[config.mk]
export PLATFORM = sky130hd
export DESIGN_NAME = edo_seq
export DESIGN_NICKNAME = d
export VERILOG_FILES = /design/src/rtl/edo_seq.sv
export SDC_FILE = /design/constraint.sdc
export NUM_CORES = 1
export LEC_CHECK = 0
export BUFFER_PORTS_ARGS = -buffer_cell sky130_fd_sc_hd__buf_2
export CAP_MARGIN = 20
export CORE_MARGIN = 8
export CORE_UTILIZATION = 48
export DETAILED_ROUTE_END_ITERATION = 6
export PLACE_DENSITY_LB_ADDON = 0.12
export SLEW_MARGIN = 0
export SYNTH_ARGS = -nofsm -noshare
export SYNTH_HDL_FRONTEND = slang
export SYNTH_SLANG_ARGS = --single-unit
[constraint.sdc]
create_clock -name clk -period 1.83 [get_ports clk]
set_input_delay 0.366 -clock clk [delete_from_list [all_inputs] [get_ports clk]]
set_output_delay 0.366 -clock clk [all_outputs]
set_load 0.005 [all_outputs]
[src/rtl/edo_seq.sv]
module edo_seq #(
  parameter int AW    = 11,
  parameter int T_RP  = 3,
  parameter int T_RAS = 5,
  parameter int T_RCD = 3
) (
  input  logic          clk,
  input  logic          rst_n,
  input  logic          req_valid,
  output logic          req_ready,
  input  logic [AW-1:0] req_row,
  input  logic [AW-1:0] req_col,
  input  logic          req_write,
  input  logic          req_page,
  output logic [AW-1:0] ma,
  output logic          ras_n,
  output logic          cas_n,
  output logic          we_n
);
  localparam int CW = $clog2(T_RAS + T_RP + T_RCD + 1);

  typedef enum logic [2:0] {IDLE, ROWA, RASD, COLA, CASL, OPEN, WRAS, PRE} st_t;
  st_t st;

  logic [CW-1:0] cnt, rlow;
  logic [AW-1:0] row_q, col_q;
  logic          wr_q;

  wire take   = req_valid && req_ready;
  wire hit    = req_page && (req_row == row_q);
  wire ras_ok = rlow >= CW'(T_RAS - 1);

  always_ff @(posedge clk) begin
    if (!rst_n) begin
      st    <= IDLE;
      cnt   <= '0;
      rlow  <= '0;
      row_q <= '0;
      col_q <= '0;
      wr_q  <= 1'b0;
    end else begin
      if (take) begin
        row_q <= req_row;
        col_q <= req_col;
        wr_q  <= req_write;
      end
      rlow <= ras_n ? '0 : (ras_ok ? rlow : rlow + 1'b1);
      case (st)
        IDLE: if (take) st <= ROWA;
        ROWA: begin st <= RASD; cnt <= CW'(T_RCD - 2); end
        RASD: if (cnt == '0) st <= COLA; else cnt <= cnt - 1'b1;
        COLA: st <= CASL;
        CASL: st <= OPEN;
        OPEN: if (take) begin
          if (hit) st <= COLA;
          else if (ras_ok) begin st <= PRE; cnt <= CW'(T_RP - 2); end
          else st <= WRAS;
        end
        WRAS: if (ras_ok) begin st <= PRE; cnt <= CW'(T_RP - 2); end
        PRE:  if (cnt == '0) st <= ROWA; else cnt <= cnt - 1'b1;
        default: st <= IDLE;
      endcase
    end
  end

  assign req_ready = (st == IDLE) || (st == OPEN);
  assign ras_n     = (st == IDLE) || (st == ROWA) || (st == PRE);
  assign cas_n     = (st != CASL);
  assign we_n      = !(wr_q && ((st == COLA) || (st == CASL)));
  assign ma        = ((st == ROWA) || (st == RASD)) ? row_q : col_q;
endmodule


==> flow_summary.html <==
<table>
<tr><th>Metric</th><th>Value</th></tr>
<tr><th colspan="2">Global route</th></tr>
<tr><td>Met2 global-route usage</td><td>23.9%</td></tr>
<tr><td>Routing layer with the top usage in global route</td><td>met2</td></tr>
<tr><td>Wire length of the first global-routing pass</td><td>between 7000 and 8000 µm</td></tr>
<tr><td>Number of global-route vias before repair</td><td>around 1,600</td></tr>
<tr><td>Met3 Use GR</td><td>under 10%</td></tr>
<tr><td>Global-route total usage across every layer</td><td>between 10% and 20%</td></tr>
<tr><td>Met1 track demand over resource in global routing</td><td>17.3%</td></tr>
<tr><td>Number of antenna violations at the first check in global routing</td><td>0</td></tr>
<tr><td>Total congestion overflow</td><td>0</td></tr>
<tr><td>Largest net degree at the start of global routing</td><td>24</td></tr>
<tr><th colspan="2">Logic synthesis</th></tr>
<tr><td>Synth Instances</td><td>between 200 and 250</td></tr>
<tr><td>Cell area after technology mapping</td><td>1800 µm²</td></tr>
<tr><td>Number of distinct library cell variants in the gate-level netlist after synthesis</td><td>40</td></tr>
<tr><td>Flops &amp; latches, synth</td><td>34</td></tr>
<tr><td>Top-count cell post-synth</td><td>nand2_1</td></tr>
<tr><td>Area leader, netlist</td><td>dfxtp_1</td></tr>
<tr><td>Area share of the largest cell type after synthesis</td><td>between 30% and 40%</td></tr>
<tr><td>Total nets after synthesis</td><td>about 250</td></tr>
<tr><td>YS warnings</td><td>0</td></tr>
<tr><td>Commonest register cell after synthesis</td><td>dfxtp_1</td></tr>
<tr><td>Syn Area/Cell</td><td>8.23 µm²</td></tr>
<tr><td>Async set-or-reset flop fraction in the synthesized netlist</td><td>0%</td></tr>
<tr><td>Commonest cells in the synthesized netlist</td><td>nand2_1, dfxtp_1, a21oi_1, xnor2_1, mux2_2</td></tr>
<tr><td>Number of synthesized flops with an enable pin</td><td>0</td></tr>
<tr><td>Sequential cell area fraction in the yosys report</td><td>a little under two fifths</td></tr>
<tr><td>Area contributors post-synth</td><td>dfxtp_1, nand2_1, a21oi_1, mux2_2, xnor2_1</td></tr>
<tr><th colspan="2">Pwr</th></tr>
<tr><td>Ratio of total power to cell area</td><td>1440 nW/µm²</td></tr>
<tr><td>Peak VDD IR</td><td>between 800 and 900 µV</td></tr>
<tr><td>Static Leakage</td><td>just over 1 nW</td></tr>
<tr><th colspan="2">Die</th></tr>
<tr><td>Die Y-Extent</td><td>slightly below 80 µm</td></tr>
<tr><td>Floorplan die area</td><td>approximately 6000 µm²</td></tr>
<tr><td>Die X-Extent</td><td>approximately 77 µm</td></tr>
<tr><td>Ports placed on the boundary</td><td>42</td></tr>
<tr><td>Core footprint</td><td>around 3600 µm²</td></tr>
<tr><td>Row Count</td><td>22</td></tr>
<tr><td>Effective utilization at floorplan</td><td>roughly half</td></tr>
<tr><th colspan="2">Run</th></tr>
<tr><td>Count of maximum capacitance violations</td><td>0</td></tr>
<tr><th colspan="2">Clocking</th></tr>
<tr><td>Clock Root Buffer</td><td>clkbuf_8</td></tr>
<tr><td>CTS Hold Buffers Added</td><td>0</td></tr>
<tr><td>CTS sink count</td><td>34</td></tr>
<tr><td>Clock transition at the registers of the reported paths</td><td>70 ps</td></tr>
<tr><td>Clock latency of the later-clocked register in the worst-skew pair</td><td>roughly 280 ps</td></tr>
<tr><td>Clock buffer count from CTS</td><td>5</td></tr>
<tr><td>H-tree depth reported by CTS</td><td>2</td></tr>
<tr><td>Maximum buffer depth of the clock tree</td><td>2</td></tr>
<tr><td>CTS tree</td><td>yes</td></tr>
<tr><th colspan="2">Critical path</th></tr>
<tr><td>Crit path DAT</td><td>~1800 ps</td></tr>
<tr><td>Slowest-stage cell, CP</td><td>dfxtp_4</td></tr>
<tr><td>Maximum fanout encountered on the critical timing path</td><td>5</td></tr>
<tr><td>Delay-heaviest family, CP</td><td>flip-flops</td></tr>
<tr><td>Crit Path Category</td><td>reg2out</td></tr>
<tr><td>Crit path top cell by count</td><td>buf_6</td></tr>
<tr><td>Critical Path Max Stage Delay</td><td>~370 ps</td></tr>
<tr><td>Critical Path, Cell by Cell</td><td>inv_4, ha_4, or2_4, nand2_4, buf_6, mux2_4, buf_6</td></tr>
<tr><td>Element type at the critical path end</td><td>output port</td></tr>
<tr><td>Nature of the critical path startpoint</td><td>register</td></tr>
<tr><td>Required time worst endpoint</td><td>~1500 ps</td></tr>
<tr><td>Buf/Inv on CP</td><td>3</td></tr>
<tr><th colspan="2">Routing</th></tr>
<tr><td>Number of violations reported at the end of detailed-routing iteration 0</td><td>88</td></tr>
<tr><td>Final ANT Viol Nets</td><td>0</td></tr>
<tr><td>DRC violation count after routing</td><td>0</td></tr>
<tr><td>Number of detailed-route iterations in the first pass</td><td>4</td></tr>
<tr><td>Average routed wire per standard cell</td><td>13.4 µm</td></tr>
<tr><td>Vias per cell</td><td>5.01</td></tr>
<tr><td>Final WL</td><td>4380 µm</td></tr>
<tr><td>Detailed-route via count</td><td>~1,600</td></tr>
<tr><th colspan="2">Cells and area</th></tr>
<tr><td>Net count reported at finish</td><td>~310</td></tr>
<tr><td>Ant. Diodes</td><td>0</td></tr>
<tr><td>Fraction of final layout cells with drive strength greater than 1</td><td>a little under two fifths</td></tr>
<tr><td>Non-filler cells, final</td><td>roughly 330</td></tr>
<tr><td>Area delta synth-&gt;final</td><td>37.7%</td></tr>
<tr><th colspan="2">Timing</th></tr>
<tr><td>Final Hold Viols</td><td>0</td></tr>
<tr><td>Final TNS setup</td><td>-3110 ps</td></tr>
<tr><td>Final setup vio count</td><td>15</td></tr>
<tr><td>Unrepaired setup endpoints after global routing</td><td>true</td></tr>
<tr><td>Max Fclk</td><td>between 400 and 500 MHz</td></tr>
<tr><td>Least-Margin Pin Slew</td><td>between 400 and 500 ps</td></tr>
<tr><td>Worst Hold Slack</td><td>~320 ps</td></tr>
<tr><td>Post-layout worst setup margin</td><td>-287 ps</td></tr>
<tr><td>Tightest slew margin relative to the limit</td><td>66.9%</td></tr>
<tr><td>Final critical-path required period</td><td>around 2100 ps</td></tr>
<tr><td>Post-route clock skew</td><td>around 6.5 ps</td></tr>
<tr><td>Max-slew violation total from the final report</td><td>0</td></tr>
<tr><td>Final clock period utilization by the worst path</td><td>116%</td></tr>
<tr><th colspan="2">Status</th></tr>
<tr><td>Result of the run</td><td>finished, violations left</td></tr>
<tr><td>Violations in the final reports</td><td>setup timing</td></tr>
<tr><th colspan="2">Placed design</th></tr>
<tr><td>Cells after DPL</td><td>about 320</td></tr>
<tr><td>Half-perimeter wire length of the detailed placement result</td><td>~3100 µm</td></tr>
<tr><td>Placer's final routability congestion estimate</td><td>0.874</td></tr>
<tr><td>Number of port buffers</td><td>41</td></tr>
<tr><td>Pre-CTS WS</td><td>-125 ps</td></tr>
<tr><th colspan="2">Worst hold path</th></tr>
<tr><td>HP Class</td><td>in2reg</td></tr>
</table>
==> sequential cells by signal, summed over array words and instances, names as in the netlist <==
signal	cells
st	3
rlow	4
col_q	11
row_q	11
wr_q	1
cnt	4
==> worst paths after layout <==
path,start,endpoint,slack [ps],depth (start not counted)
hold / removal,req_col[0],col_q[0],320,3
setup reg to reg,st[0],cnt[3],-20,8
setup / recovery,st[0],ma[1],-290,7
hold reg to reg,col_q[2],col_q[2],460,2
==> power breakdown <==
part / total, mW / switching (mW) / leakage [nW] / internal, mW
Combinational: 1.98 / 0.909 / 0.710 / 1.07
Sequential: 1.03 / 0.130 / 0.279 / 0.904
Clock: 0.559 / 0.256 / 0.0482 / 0.303
Total: 3.57 / 1.29 / 1.04 / 2.28
==> kinds of logic (layout without fill, tap and decap cells) <==
kind of cell | after synthesis | in the layout | share of synthesized area [%]
simple gates | 89 | 89 | 23.3
compound gates | 46 | 46 | 16.0
flops | 34 | 34 | 37.8
buf+inv | 18 | 78 | 4.09
mux | 14 | 14 | 8.81
xor+xnor | 12 | 12 | 5.83
fa+ha+maj | 6 | 6 | 4.16
==> per-layer routing <==
metal	share of wire, %	up-vias
li1	-	856
met1	46	742
met2	47	33
met3	5.2	7
met4	1.4	0
met5	0	-
==> layout by cell type (no fill, tap or decap), types with 5 or more instances in the layout <==
cell type,count
nand2_1,55
dfxtp_1,32
buf_2,30
a21oi_1,29
buf_4,15
buf_6,14
xnor2_1,12
mux2_4,11
nor2_1,9
clkbuf_8,6
inv_1,5
==> worst register-to-register path: cells and delay by family (launching register included) <==
family          cells  cell delay (ps)
compound gates      3              700
flops               1              370
simple gates        2              340
buf+inv             2              200
fa+ha+maj           1              150
==> cell type report <==
class | count | area (µm²)
Fill cell | 322 | 1150
Multi-Input combinational cell | 167 | 1150
Sequential cell | 34 | 688
Timing Repair Buffer | 61 | 460
Clock buffer | 7 | 86.3
Tap cell | 48 | 60.1
Inverter | 9 | 36.3
Clock inverter | 1 | 5.00
==> per-stage QoR <==
stage | cell area (µm²) | power (mW) | utilization [%]
6_report | 2480 | 3.57 | 68.3
5_1_grt | 2480 | 3.83 | 68.3
4_1_cts | 2380 | 3.39 | 65.6
3_5_place_dp | 2190 | 2.63 | 60.4
3_3_place_gp | 2190 | 2.61 | 60.4
2_1_floorplan | 1810 | 2.07 | -
==> repair_timing <==
action,4_1_cts,5_1_grt
setup buffers,0,3
endpoints found under the setup margin,19,21
pin swaps,3,3
resized for setup,25,17
hold endpoints to repair,0,0
No activity file was read; power rests on OpenSTA's default activity.
